==> src/rtl/baud_gen_pkg.sv <==
package baud_gen_pkg;

  // Strobes passed from the control half to the datapath half.
  typedef struct packed {
    logic start;    // first cycle with a nonzero code after power-down
    logic run;      // steady running cycle
    logic preTick;  // prescaler event in this cycle
  } baudStrb_t;

endpackage

==> src/rtl/baud_ctrl.sv <==
module baud_ctrl
  import baud_gen_pkg::*;
#(
  parameter int SEL_W = 5
) (
  input  logic             clk,
  input  logic             rst_n,
  input  logic [SEL_W-1:0] preSel,
  output baudStrb_t        strb
);

  localparam int ACC_W = SEL_W + 2;

  logic [SEL_W-1:0] selQ;
  logic [ACC_W-1:0] acc;
  logic [ACC_W-1:0] accNext;
  logic [ACC_W-1:0] thresh;
  logic             selOn;
  logic             wasOn;

  // Each clock is worth two half-units. One prescaler period is code+1 half-units.
  always_comb begin
    selOn        = (preSel != '0);
    wasOn        = (selQ != '0);
    thresh       = ACC_W'(preSel) + ACC_W'(1);
    accNext      = acc + ACC_W'(2);
    strb.start   = selOn && !wasOn;
    strb.run     = selOn && wasOn;
    strb.preTick = strb.run && (accNext >= thresh);
  end

  always_ff @(posedge clk) begin
    if (!rst_n) begin
      selQ <= '0;
      acc  <= '0;
    end else begin
      selQ <= preSel;
      if (strb.start) begin
        acc <= '0;
      end else if (strb.preTick) begin
        acc <= accNext - thresh;
      end else if (strb.run) begin
        acc <= accNext;
      end
    end
  end


  tick_spacing_chk: assert property (@(posedge clk) disable iff (!rst_n)
    (strb.preTick && preSel >= SEL_W'(3)) |=> (!strb.preTick || preSel != $past(preSel)));

endmodule

==> src/rtl/baud_dp.sv <==
module baud_dp
  import baud_gen_pkg::*;
#(
  parameter int DIV_W = 8,
  parameter int OVS_W = 5
) (
  input  logic             clk,
  input  logic             rst_n,
  input  baudStrb_t        strb,
  input  logic [DIV_W-1:0] baudDiv,
  input  logic [OVS_W-1:0] ovsRate,
  output logic             sampleTick,
  output logic             bitTick
);

  logic [DIV_W-1:0] divCnt;
  logic [OVS_W-1:0] ovsCnt;
  logic [OVS_W-1:0] ovsLoad;

  always_comb begin
    ovsLoad = (ovsRate == '0) ? '0 : ovsRate - OVS_W'(1);
  end

  always_ff @(posedge clk) begin
    if (!rst_n) begin
      divCnt     <= '0;
      ovsCnt     <= '0;
      sampleTick <= 1'b0;
      bitTick    <= 1'b0;
    end else begin
      sampleTick <= 1'b0;
      bitTick    <= 1'b0;
      if (strb.start) begin
        divCnt <= baudDiv;
        ovsCnt <= ovsLoad;
      end else if (strb.preTick) begin
        if (divCnt == '0) begin
          sampleTick <= 1'b1;
          divCnt     <= baudDiv;
          if (ovsCnt == '0) begin
            bitTick <= 1'b1;
            ovsCnt  <= ovsLoad;
          end else begin
            ovsCnt <= ovsCnt - OVS_W'(1);
          end
        end else begin
          divCnt <= divCnt - DIV_W'(1);
        end
      end
    end
  end


  bit_with_sample_chk: assert property (@(posedge clk) disable iff (!rst_n)
    bitTick |-> sampleTick);


  start_quiet_chk: assert property (@(posedge clk) disable iff (!rst_n)
    strb.start |=> (!sampleTick && !bitTick));

endmodule

==> src/rtl/baud_gen.sv <==
module baud_gen
  import baud_gen_pkg::*;
#(
  parameter int DIV_W = 8,
  parameter int OVS_W = 5
) (
  input  logic             clk,
  input  logic             rst_n,
  input  logic [4:0]       preSel,
  input  logic [DIV_W-1:0] baudDiv,
  input  logic [OVS_W-1:0] ovsRate,
  output logic             sampleTick,
  output logic             bitTick
);

  localparam int SEL_W = 5;

  baudStrb_t strb;

  baud_ctrl #(.SEL_W(SEL_W)) ctrl_i (
    .clk    (clk),
    .rst_n  (rst_n),
    .preSel (preSel),
    .strb   (strb)
  );

  baud_dp #(.DIV_W(DIV_W), .OVS_W(OVS_W)) dp_i (
    .clk        (clk),
    .rst_n      (rst_n),
    .strb       (strb),
    .baudDiv    (baudDiv),
    .ovsRate    (ovsRate),
    .sampleTick (sampleTick),
    .bitTick    (bitTick)
  );


  power_down_chk: assert property (@(posedge clk) disable iff (!rst_n)
    (preSel == '0) |=> (!sampleTick && !bitTick));


  tick_needs_clock_chk: assert property (@(posedge clk) disable iff (!rst_n)
    sampleTick |-> ($past(preSel) != '0));

endmodule

==> config.mk <==
export PLATFORM = sky130hd
export DESIGN_NAME = baud_gen
export DESIGN_NICKNAME = d
export VERILOG_FILES = /design/src/rtl/baud_gen_pkg.sv /design/src/rtl/baud_ctrl.sv /design/src/rtl/baud_dp.sv /design/src/rtl/baud_gen.sv
export SDC_FILE = /design/constraint.sdc
export NUM_CORES = 1
export LEC_CHECK = 0
export CORE_MARGIN = 1
export CORE_UTILIZATION = 58
export CTS_BUF_LIST = sky130_fd_sc_hd__clkbuf_8
export DETAILED_ROUTE_END_ITERATION = 7
export GPL_ROUTABILITY_DRIVEN = 1
export PLACE_DENSITY = 0.82
export SLEW_MARGIN = 10
export SYNTH_ARGS = -nofsm -noshare
export SYNTH_HDL_FRONTEND = slang
export SYNTH_SLANG_ARGS = --single-unit
export TNS_END_PERCENT = 50
==> constraint.sdc <==
create_clock -name clk -period 3.3 [get_ports clk]
set_clock_uncertainty 0.05 [all_clocks]
set_input_delay 0.66 -clock clk [delete_from_list [all_inputs] [get_ports clk]]
set_output_delay 0.66 -clock clk [all_outputs]
set_load 0.05 [all_outputs]
Yosys cells after proc, flatten, opt, wreduce, memory -nomap -nowiden
Index checks and enable logic that the tools add are counted. W data, S select, Z words.

Add/subtract/negate cells: 6. Order comparisons: 1. Mux-type cells: 12. Bitwise logic cells: 3. Reduce and logical (&&, ||, !) cells: 16.

Operator list (number): $mux W5 (5); $mux W8 (3); $mux W7 (2); $logic_not A5 Y1 (2); $reduce_bool A5 Y1 (2); $sub A5 B1 Y5 const B (2); $logic_not A8 Y1 (1); $sub A8 B1 Y8 const B (1); $add A7 B2 Y7 const B (1); $ge A7 B7 Y1 (1); $sub A7 B7 Y7 (1); $add A5 B1 Y6 const B (1); $reduce_bool A2 Y1 (3); $reduce_or A4 Y1 (1); $logic_and A1 B1 Y1 (3); $not A1 Y1 (3); $reduce_or A3 Y1 (1); $mux W1 (2); $reduce_and A2 Y1 (1); $reduce_or A2 Y1 (1); $logic_not A1 Y1 (1).

Flip-flop bits (word level): 27. Input bits: 20. Output and inout port bits: 2. Word-level logic and storage cells: 44.

Depth between registers and ports, before layout
Depth in word-level cells: 6. Mapped depth: 11. Gate-level depth less buffers: 10.

By module
A second synthesis with hierarchy kept.

Cell total of the unflattened synthesis: 234. Area total of the unflattened synthesis: 1926.8 µm².

Modules (own cells, without submodules): baud_dp (times used 1, cells each 120, area an instance 994.7 µm², seq. area each 300.3 µm²); baud_ctrl (times used 1, cells each 114, area an instance 932.1 µm², seq. area each 240.2 µm²).

Worst setup path after synthesis
No wires, ideal clock.

Path kind: input to register. Start: in preSel[0]. End: reg dp_i.divCnt[3]. Setup time: 0.092 ns. Data arrival time: 2.810 ns. Data required time: 3.158 ns. Slack: 0.347 ns. Stages on the path: 11. Path buffers: 1. Cells stage by stage: inv_1 > ha_1 > inv_1 > ha_1 > nor2b_1 > o31a_1 > o31a_1 > o31ai_2 > buf_2 > a21oi_1 > o32ai_1.

Cells in the longest elaborated chain, start to end: 4. Elaborated cells on any way between the ends: 8. Those cells by class: 1 x add/sub; 1 x order compare; 1 x mux; 5 x reduce/logical.

RTL lines: start, declared (line baud_gen.sv:9) `input logic [4:0] preSel,`; $add A5 B1 Y6 or $reduce_bool A5 Y1 (tied branches) (line baud_ctrl.sv:25, baud_ctrl.sv:23); $ge A7 B7 Y1 or $logic_and A1 B1 Y1 (tied branches) (line baud_ctrl.sv:29, baud_ctrl.sv:28); $logic_and A1 B1 Y1 (line baud_ctrl.sv:29) `strb.preTick = strb.run && (accNext >= thresh);`; $reduce_bool A2 Y1 (no line); end signal, assigned (line baud_dp.sv:34) `divCnt <= baudDiv;`; end signal, assigned (line baud_dp.sv:39) `divCnt <= baudDiv;`; end signal, assigned (line baud_dp.sv:47) `divCnt <= divCnt - DIV_W'(1);`; end, declared (line baud_dp.sv:16) `logic [DIV_W-1:0] divCnt;`.

Several ways; a longest one is shown, not always the timed one. A chain may end at the register's enable or synchronous reset.

Worst setup path after layout
Start: in preSel[2]. End: reg dp_i.ovsCnt[0].

Cells in the longest elaborated chain, start to end: 5. Elaborated cells on any way between the ends: 10. Those cells by class: 1 x add/sub; 1 x order compare; 1 x mux; 7 x reduce/logical.

RTL lines: $add A5 B1 Y6 or $reduce_bool A5 Y1 (tied branches) (line baud_ctrl.sv:25, baud_ctrl.sv:23); $ge A7 B7 Y1 or $logic_and A1 B1 Y1 (tied branches) (line baud_ctrl.sv:29, baud_ctrl.sv:28); $logic_and A1 B1 Y1 (line baud_ctrl.sv:29); $reduce_bool A2 Y1 (no line); $reduce_and A2 Y1 (no line); end signal, assigned (line baud_dp.sv:35) `ovsCnt <= ovsLoad;`; end signal, assigned (line baud_dp.sv:42) `ovsCnt <= ovsLoad;`; end signal, assigned (line baud_dp.sv:44) `ovsCnt <= ovsCnt - OVS_W'(1);`; end, declared (line baud_dp.sv:17) `logic [OVS_W-1:0] ovsCnt;`.

Several ways; a longest one is shown, not always the timed one.

==> results.py <==
metrics = {
    "cts": {
        "htreeDepth": 1,
        "numCtsBuffers": 3,
        "clkSinkCount": 27,
        "path_clk_slew_ns": 0.10,
        "clk_latency_ns": 0.27,
        "root_buffer": "clkbuf_8",
        "clk_path_buf_depth": 2,
        "cts_tree": "built",
    },
    "power_and_ir_drop": {
        "pwr-share-clk": 0.080,
        "sw_frac_of_total": 0.446,
        "p_int_uw": 1310,
        "power_density_nw_per_um2": 998,
        "power.switching_uw": 1060,
        "p_comb_frac": 0.702,
        "vdd_ir_drop_max_v": 0.000505,
        "power.leakage_uw": 0.000990,
        "p_seq_frac": 0.218,
    },
    "placement": {
        "port_buffers": 21,
        "dp_cells": 317,
        "post_dp_cell_area_um2": 2280,
        "dp_hpwl_um": 3440,
        "place_congestion": 1.00,
    },
    "worst_setup_path": {
        "slowest_delay_ns": 0.65,
        "crit_fanout": 7,
        "startpoint_type": "primary input",
        "startpoint": "preSel[2]",
        "r2r_end": "dp_i.ovsCnt[0]$_SDFFE_PN0P_",
        "r2r_setup_slack_ns": 0.59,
        "worstPathArrival_ns": 3.27,
        "cp-end-kind": "register",
        "critPathSlowestCell": "clkdlybuf4s50_1",
        "ff2ff_path_depth": 10,
        "endpoint": "dp_i.ovsCnt[0]$_SDFFE_PN0P_",
        "crit_required_ns": 3.42,
        "crit_type": "primary input to register",
        "worstPathCellList": "clkdlybuf4s50_1 > nand3_1 > xor2_1 > ha_1 > o21a_1 > o31a_1 > o31a_1 > o31ai_4 > buf_6 > o311a_1 > a41o_1",
        "rr_startpoint": "ctrl_i.acc[2]$_SDFFE_PP0P_",
        "crit_top_cell": "o31a_1",
    },
    "grt": {
        "grt_pass1_vias": 1793,
        "antenna_found_initial": 0,
        "overflow": 0,
        "grt_start_max_net_pins": 17,
        "grt_first_pass_wirelength_um": 7710,
        "grtUsageTotal": 0.284,
    },
    "cells_and_area": {
        "fin_area_um2": 2370,
        "final_nets": 315,
        "ff_latch_area_um2": 541,
        "syn_to_final_growth_pct": 26.7,
        "diodes": 0,
        "drive_gt1_frac": 0.136,
        "multiInputGateArea_um2": 1260,
        "fillers": 255,
        "instances_no_fill": 324,
    },
    "synthesis": {
        "yosys_register_bits": 27,
        "syn_area_um2": 1870,
        "yosysSeqAreaShare": 0.288,
        "synth_ff_type": "dfxtp_1",
        "synth-edff-count": 0,
        "synth.largest_area_cell": "dfxtp_1",
        "yosysWarnings": 0,
        "netlist.area_leader.share": 0.288,
        "ys_async_sr_fraction": 0,
        "ys_top_cells_by_area": "dfxtp_1, ha_1, a21oi_1",
        "ys_types": 50,
        "syn_nets": 270,
        "avgSynthCellArea_um2": 7.94,
        "postSynthCellCount": 236,
    },
    "timing": {
        "hold_viol": 0,
        "max_slew_margin": 0.655,
        "post-route-period-util": 0.956,
        "rsz0062_at_grt": "yes",
        "setup_violations": 0,
        "max_freq_mhz": 317,
        "worst_pin_slew_ns": 0.516,
        "drv_slew": 0,
        "period_needed_ns": 3.15,
    },
    "detailed_routing": {
        "ant_nets": 0,
        "dr_total_vias": 1949,
        "vias_per_cell": 6.02,
        "drt_iter0_markers": 141,
        "drc_errors": 0,
        "drt_pass1_iterations": 5,
        "post_drt_wl_per_cell_um": 14.2,
        "wl_um": 4590,
    },
    "floorplanning": {
        "start_util": 0.614,
        "num_rows": 20,
        "core_area_um2": 3050,
        "die_w_um": 58.8,
        "dieArea_um2": 3460,
        "pin_count": 22,
        "die_y_um": 58.8,
    },
    "min_path": {
        "hold_path_class": "register to register",
    },
    "run_status": {
        "status": "complete, no violations",
    },
    "run": {
        "drv_cap": 0,
    },
}
[worst min-delay path by stage]
stage                                start                          end  cells after the start
2_1_floorplan  dp_i.divCnt[1]$_SDFFE_PN0P_  dp_i.divCnt[1]$_SDFFE_PN0P_                      2
3_3_place_gp   dp_i.divCnt[7]$_SDFFE_PN0P_  dp_i.divCnt[7]$_SDFFE_PN0P_                      2
3_5_place_dp   dp_i.divCnt[1]$_SDFFE_PN0P_  dp_i.divCnt[1]$_SDFFE_PN0P_                      2
4_1_cts        dp_i.divCnt[1]$_SDFFE_PN0P_  dp_i.divCnt[1]$_SDFFE_PN0P_                      2
5_1_grt        dp_i.divCnt[7]$_SDFFE_PN0P_  dp_i.divCnt[7]$_SDFFE_PN0P_                      2
6_report       dp_i.divCnt[1]$_SDFFE_PN0P_  dp_i.divCnt[1]$_SDFFE_PN0P_                      2
[layout make-up]
type	instances	area share
clock inverter	1	0.00158
timing repair buffer	48	0.176
sequential	27	0.228
inverter	14	0.0221
tap	44	0.0232
multi-input combinational	187	0.532
clock buffer	3	0.0174
[registers in the layout, summed over array words and instances (netlist names)]
| register | count |
|---|---|
| dp_i.sampleTick | 1 |
| dp_i.ovsCnt | 5 |
| dp_i.divCnt | 8 |
| dp_i.bitTick | 1 |
| ctrl_i.selQ | 5 |
| ctrl_i.acc | 7 |
[power groups by stage]
| stage | Clock (µW) | Sequential, µW | Combinational, µW |
|---|---|---|---|
| floorplan | 0 | 518 | 1020 |
| global placement | 0 | 518 | 1480 |
| detailed placement | 0 | 521 | 1510 |
| CTS | 191 | 513 | 1520 |
| global route | 203 | 530 | 1840 |
| finish | 190 | 517 | 1660 |
[critical path, delay by kind of cell]
family                     cells  cell delay, ns
and+or+nand+nor                1            0.15
xor gates and xnor gates       1            0.17
adders and majority gates      1            0.30
buffers and inverters          2            0.80
AOI/OAI and AO/OA              6            1.18
[layout by cell type, fill, tap and decap left out, types with 3 or more instances in the layout]
cell type	n
clkdlybuf4s50_1	21
xor2_1	3
nor2_1	24
a21oi_1	22
o32ai_1	5
o21a_1	4
dfxtp_1	27
buf_4	24
o31a_1	3
o31ai_1	3
ha_1	13
or4_1	4
o211ai_1	3
nor2b_1	3
inv_1	15
xnor2_1	4
and3_1	4
and2_1	6
mux2i_1	4
o21ai_0	17
nor3_1	8
nand2_1	12
nand3_1	12
clkbuf_8	3
[repair_timing]
item | 4_1_cts | 5_1_grt
setup buffers | 0 | 2
endpoints found under the hold margin | 0 | 0
resized for setup | 0 | 6
hold buffers | 0 | 0
endpoints found under the setup margin | 0 | 11
[routing by layer]
layer / part of all wire / global-route usage
met1: 0.47 / 0.395
met2: 0.46 / 0.463
met3: 0.056 / 0.0330
met4: 0.013 / 0.0850
met5: 0 / 0
[logic make-up after synthesis]
group | count (synthesis) | share of synthesized area
fa+ha+maj | 14 | 0.0975
buf+inv | 22 | 0.0474
compound gates | 75 | 0.263
xor+xnor | 7 | 0.0327
mux | 4 | 0.0214
simple gates | 87 | 0.250
flops | 27 | 0.288
[cell usage after synthesis (4+ instances only)]
cell      count
clkbuf_1      5
xnor2_1       4
o21ai_0      17
nor2_1       24
nand3_1      13
dfxtp_1      27
and3_1        4
or4_1         4
nand2_1      12
o21a_1        4
o31ai_1       4
a21oi_1      22
mux2i_1       4
and2_1        6
o32ai_1       5
nor3_1        8
ha_1         13
inv_1        14
[per-stage QoR]
step	hold slack (ns)	setup WS, ns	total power (µW)	setup TNS, ns	utilization
after floorplan	0.386	0.347	1540	0	-
after global placement	0.404	-0.0774	2000	-0.569	0.748
after detailed placement	0.406	-0.153	2030	-1.48	0.748
after CTS	0.420	0.103	2220	0	0.763
after global routing	0.447	-0.0121	2570	-0.0176	0.778
final	0.420	0.146	2370	0	0.778
(Power assumes the default switching activity.)
